==> src/rtl/aclink_rx_deframer.sv <==
module aclink_rx_deframer #(
  parameter int NSLOT  = 12,
  parameter int SLOT_W = 20,
  parameter int TAG_W  = 16,
  parameter int REQ_HI = 11,
  parameter int REQ_LO = 2
) (
  input  logic                      bit_clk,
  input  logic                      rst_n,
  input  logic                      sync,
  input  logic                      sdata_in,
  output logic [TAG_W-1:0]          tag,
  output logic [NSLOT*SLOT_W-1:0]   slot_data,
  output logic [REQ_HI-REQ_LO:0]    slot_req,
  output logic                      frame_done
);
  localparam int FRAME_BITS = TAG_W + NSLOT*SLOT_W;
  localparam int CW         = $clog2(FRAME_BITS);
  localparam int REQ_N      = REQ_HI - REQ_LO + 1;

  logic                  sync_q;
  logic                  running;
  logic [CW-1:0]         cnt;
  logic [FRAME_BITS-1:0] shreg;

  wire                  start     = sync & ~sync_q;
  wire [FRAME_BITS-1:0] frame_now = {shreg[FRAME_BITS-2:0], sdata_in};
  wire                  last      = running & ~start & (cnt == CW'(FRAME_BITS-1));
  wire [TAG_W-1:0]      tag_now   = frame_now[FRAME_BITS-1 -: TAG_W];
  wire [SLOT_W-1:0]     slot1_now = frame_now[FRAME_BITS-TAG_W-1 -: SLOT_W];

  logic [NSLOT*SLOT_W-1:0] slots_now;
  logic [REQ_N-1:0]        req_now;

  for (genvar k = 0; k < NSLOT; k++) begin : g_slot
    assign slots_now[k*SLOT_W +: SLOT_W] =
      tag_now[TAG_W-2-k] ? frame_now[FRAME_BITS-TAG_W-1-k*SLOT_W -: SLOT_W] : '0;
  end

  for (genvar j = 0; j < REQ_N; j++) begin : g_req
    assign req_now[j] = ~slot1_now[REQ_HI-j];
  end

  always_ff @(negedge bit_clk or negedge rst_n) begin
    if (!rst_n) begin
      sync_q     <= 1'b1;
      running    <= 1'b0;
      cnt        <= '0;
      shreg      <= '0;
      tag        <= '0;
      slot_data  <= '0;
      slot_req   <= '0;
      frame_done <= 1'b0;
    end else begin
      sync_q     <= sync;
      shreg      <= frame_now;
      frame_done <= last;
      if (start) begin
        running <= 1'b1;
        cnt     <= CW'(1);
      end else if (last) begin
        running   <= 1'b0;
        cnt       <= '0;
        tag       <= tag_now;
        slot_data <= slots_now;
        slot_req  <= req_now;
      end else if (running) begin
        cnt <= cnt + CW'(1);
      end
    end
  end

  a_r6_single_pulse: assert property (@(negedge bit_clk) disable iff (!rst_n)
    frame_done |=> !frame_done);

  a_r6_hold_outputs: assert property (@(negedge bit_clk) disable iff (!rst_n)
    !frame_done |-> ($stable(tag) && $stable(slot_data) && $stable(slot_req)));

  a_r8_idle_after_done: assert property (@(negedge bit_clk) disable iff (!rst_n)
    frame_done |-> !running);

  a_r7_start_no_done: assert property (@(negedge bit_clk) disable iff (!rst_n)
    (sync && !sync_q) |=> !frame_done);

  for (genvar k = 0; k < NSLOT; k++) begin : g_chk
    a_r4_invalid_zero: assert property (@(negedge bit_clk) disable iff (!rst_n)
      (frame_done && !tag[TAG_W-2-k]) |-> (slot_data[k*SLOT_W +: SLOT_W] == '0));
  end
endmodule

==> config.mk <==
export PLATFORM = sky130hd
export DESIGN_NAME = aclink_rx_deframer
export DESIGN_NICKNAME = d
export VERILOG_FILES = /design/src/rtl/aclink_rx_deframer.sv
export SDC_FILE = /design/constraint.sdc
export NUM_CORES = 1
export LEC_CHECK = 0
export BUFFER_PORTS_ARGS = -buffer_cell sky130_fd_sc_hd__buf_2
export CAP_MARGIN = 20
export CORE_MARGIN = 1.5
export CORE_UTILIZATION = 60
export CTS_CLUSTER_DIAMETER = 50
export DETAILED_ROUTE_END_ITERATION = 7
export PLACE_DENSITY = 0.84
export SLEW_MARGIN = 20
export SYNTH_ARGS = -nofsm -noshare
export SYNTH_HDL_FRONTEND = slang
export SYNTH_SLANG_ARGS = --single-unit
==> constraint.sdc <==
create_clock -name bit_clk -period 3 [get_ports bit_clk]
set_clock_uncertainty 0.15 [all_clocks]
set_input_delay 0.3 -clock bit_clk [delete_from_list [all_inputs] [get_ports bit_clk]]
set_output_delay 0.3 -clock bit_clk [all_outputs]
set_load 0.01 [all_outputs]
== Yosys cells after proc, flatten, opt, wreduce, memory -nomap -nowiden ==
Index checks and enable logic that the tools add are counted.
Storage, ports and cells
  logic and storage cells: 45
  flip-flop bits (word level): 532
Cells by class
  $add $sub $neg: 1
  eq/ne operators: 1
  multiplexer cells: 17
  reduce and logical (&&, ||, !) cells: 3
  bitwise operators: 15
Operators with widths (number)
  $mux 20: 12
  $mux 8: 3
  $not 1->1: 12
  $add 8x1->8 const B: 1
  $eq 8x8->1 const B: 1
  $and 1x1->1: 3
  $reduce_bool 3->1: 1
  $mux 1: 2
  $reduce_and 2->1: 1
  $reduce_bool 2->1: 1

== Depth between registers and ports, before layout ==
  depth after elaboration: 7
  gate-level depth with buffers: 9

==> flow_summary.json <==
{
  "seqPwrFrac_pct": 52.2,
  "drive_above_1_share_pct": 29.67,
  "fp.dieH_um": 173.2,
  "path_depth": 1,
  "netSwitchingPower_uw": 2932,
  "ir_drop_uv": 457.4,
  "area_growth_pct": 29.79,
  "p_per_area_nw_per_um2": 623.1,
  "syn_inst": 1446,
  "path_buf_inv": 1,
  "ys_types": 30,
  "rsz0062_at_grt": "true",
  "cp-startpoint": "slot_data[155]$_DFFE_NN0P_",
  "p_sw_share_pct": 20.85,
  "nets": 1898,
  "dp_cells": 2060,
  "postSynthAreaPerCell_um2": 12.03,
  "grt_pass1_vias": 12785,
  "reg2reg_from": "cnt[0]$_DFFE_NN0P_",
  "cp_slowest_stage_delay_ps": 480,
  "multi_input_area_um2": 3525,
  "root_buffer": "clkbuf_16",
  "critical_path_class": "reg -> out",
  "clock_path_buffers": 3,
  "die_x_um": 173.2,
  "cp.arrival_ps": 2690,
  "io_pins": 271,
  "clock_latency_ps": 570,
  "port_buffers": 270,
  "fillers": 1477,
  "hold_viol": 0,
  "coreArea_um2": 28630,
  "crit_path_end": "slot_data[155]",
  "final-instance-count-excl-fill": 2312,
  "syn_nets": 1451,
  "firstDrtPassIters": 7,
  "cp_max_fo": 2,
  "seqCellArea_um2": 13310,
  "max-cap-violations": 0,
  "gr-total-overflow": 0,
  "startpoint_type": "register",
  "crit_required_ps": 2550,
  "crit_chain": "buf_2",
  "antenna_left": 0,
  "cts_sinks": 532,
  "diodes": 0,
  "place_hpwl_um": 24210,
  "synth_top_area_share_pct": 76.41,
  "cts_tree": "built",
  "cts.clk_slew.worst_paths_ps": 50,
  "antenna_found_initial": 0,
  "remaining_drc_errors": 0,
  "r2r_cells": 7,
  "crit_slowest_cell": "dfrtn_1",
  "p_clk_share_pct": 45.8,
  "via_per_inst": 5.569,
  "comb_power_share_pct": 2.0,
  "vias": 12876,
  "initial_core_util_pct": 60.75,
  "grt_max_degree": 103,
  "routed_wl_um": 46780,
  "yosys-top-cells-area": "dfrtn_1 (76%), nand2_1 (12%), nand3_1 (7.0%)",
  "maxSlewHeadroom_pct": 45.96,
  "cp-end-kind": "output port",
  "ff2ff_setup_slack_ps": 630,
  "power.total_uw": 14060,
  "synth_warnings": 0,
  "gp_congestion": 0.7922,
  "p_leak_uw": 0.01313,
  "track_usage_pct": 28.75,
  "cts_made_buffers": 50,
  "min_path_type": "reg -> reg",
  "layout_setup_ws_ps": -135.3,
  "synth.largest_area_cell": "dfrtn_1",
  "final_max_slew_viol_count": 0,
  "violations": "setup timing",
  "wl_per_cell_um": 20.23,
  "p_int_uw": 11130,
  "status": "finished with violations",
  "drt_iter0_markers": 1203,
  "reg2reg_to": "slot_data[98]$_DFFE_NN0P_",
  "tightest_slew_ps": 810.6,
  "ys_seq_area_share_pct": 76.56,
  "die_area_um2": 30010,
  "crit_family": "flip-flops",
  "htreeDepth": 2,
  "finalSetupViolations": 267,
  "synth.cell_area_um2": 17390,
  "rows": 62,
  "ys_seq_elements": 532,
  "cts_hold_buf": 0,
  "grt_pass1_wl_um": 67950
}
==> layout by cell type, fill, tap and decap left out, types with 2 or more instances in the layout <==
cell / count
nand2_1: 536
o21ai_0: 8
clkinv_2: 9
dfrtn_1: 531
a31oi_1: 2
o21ai_1: 6
bufinv_16: 3
buf_6: 60
buf_12: 20
nand4_1: 2
nand3_1: 242
clkbuf_8: 12
buf_2: 209
clkbuf_1: 7
inv_1: 3
clkbuf_16: 53
xor2_1: 2
nor2_1: 7
nand2_2: 8
buf_4: 189
==> final cells by class <==
class / instances / share of cell area (%)
flip-flops and latches: 532 / 58.99
clock buffers: 72 / 6.724
repair buffers: 479 / 15.75
clock inverters: 16 / 0.7095
well taps: 384 / 2.129
multi-input cells: 826 / 15.62
inverters: 3 / 0.08315
==> metal layers <==
metal | vias up | track usage, % | share of wire [%]
met3 | 158 | 6.404 | 7.4
met4 | 0 | 11.09 | 4.3
met2 | 681 | 48.47 | 52
met5 | - | 0 | 0
li1 | 5509 | - | -
met1 | 6528 | 36.89 | 37
==> state kept, by name, summed over array words and instances, names as in the netlist <==
| name | flops |
|---|---|
| sync_q | 1 |
| cnt | 8 |
| slot_req | 10 |
| shreg | 255 |
| frame_done | 1 |
| running | 1 |
| slot_data | 240 |
| tag | 16 |
==> cells in the mapped netlist <==
| cell | count |
|---|---|
| a21o_1 | 1 |
| a21oi_1 | 1 |
| a311oi_1 | 1 |
| a31o_2 | 1 |
| a31oi_1 | 2 |
| a41oi_1 | 1 |
| buf_12 | 1 |
| buf_2 | 40 |
| buf_4 | 2 |
| buf_6 | 22 |
| buf_8 | 1 |
| clkbuf_1 | 18 |
| dfrtn_1 | 531 |
| dfstp_2 | 1 |
| ha_1 | 1 |
| inv_1 | 3 |
| inv_4 | 1 |
| mux2i_1 | 1 |
| nand2_1 | 544 |
| nand2b_1 | 1 |
| nand3_1 | 242 |
| nand4_1 | 2 |
| nor2_1 | 7 |
| nor2b_1 | 1 |
| nor3_1 | 1 |
| o21ai_0 | 14 |
| or3_1 | 1 |
| or4_1 | 1 |
| xnor2_1 | 1 |
| xor2_1 | 2 |
==> worst min path at each step <==
| stage | start | depth (start not counted) | slack [ps] | to |
|---|---|---|---|---|
| 6_report | shreg[44]$_DFF_NN0_ | 0 | 170 | shreg[45]$_DFF_NN0_ |
| 5_1_grt | shreg[31]$_DFF_NN0_ | 0 | 180 | shreg[32]$_DFF_NN0_ |
| 4_1_cts | shreg[62]$_DFF_NN0_ | 0 | 160 | shreg[63]$_DFF_NN0_ |
| 3_5_place_dp | shreg[153]$_DFF_NN0_ | 0 | 170 | shreg[154]$_DFF_NN0_ |
| 3_3_place_gp | shreg[155]$_DFF_NN0_ | 0 | 170 | shreg[156]$_DFF_NN0_ |
| 2_1_floorplan | shreg[239]$_DFF_NN0_ | 0 | 160 | shreg[240]$_DFF_NN0_ |
==> stage by stage <==
stage / area [µm²] / hold slack (ps) / utilization [%] / worst slack, ps / setup TNS, ps
final: 22570 / 166.3 / 78.85 / -135.3 / -13620
after global routing: 22570 / 179.4 / 78.85 / -164.8 / -21270
after CTS: 21910 / 164.2 / 76.53 / -123.2 / -15000
after detailed placement: 19280 / 169.6 / 67.37 / -426.0 / -94380
after global placement: 19280 / 165.8 / 67.37 / -382.6 / -87510
after floorplan: 17680 / 163.4 / - / -190.9 / -44470
==> timing repair <==
item / CTS / global route
gates resized for setup: 54 / 21
endpoints found under the setup margin: 267 / 267
setup buffers: 94 / 71
==> power groups by stage <==
stage | Sequential, µW | Combinational [µW] | Clock, µW
floorplan | 7450 | 55.5 | 4.17
global placement | 7460 | 264 | 4.17
detailed placement | 7460 | 277 | 4.17
CTS | 7340 | 288 | 6440
global route | 7350 | 320 | 6800
finish | 7350 | 281 | 6440
==> kinds of logic (layout without fill, tap and decap cells) <==
logic type,after synthesis,count (layout),synth area share [%]
and+or+nand+nor,800,800,19.11
DFF,532,532,76.56
muxes,1,1,0.05756
buffers and inverters,88,570,3.353
AOI/OAI and AO/OA,21,21,0.6979
xor gates and xnor gates,3,3,0.1511
adders and majority gates,1,1,0.07194
No activity file was read; power rests on OpenSTA's default activity.
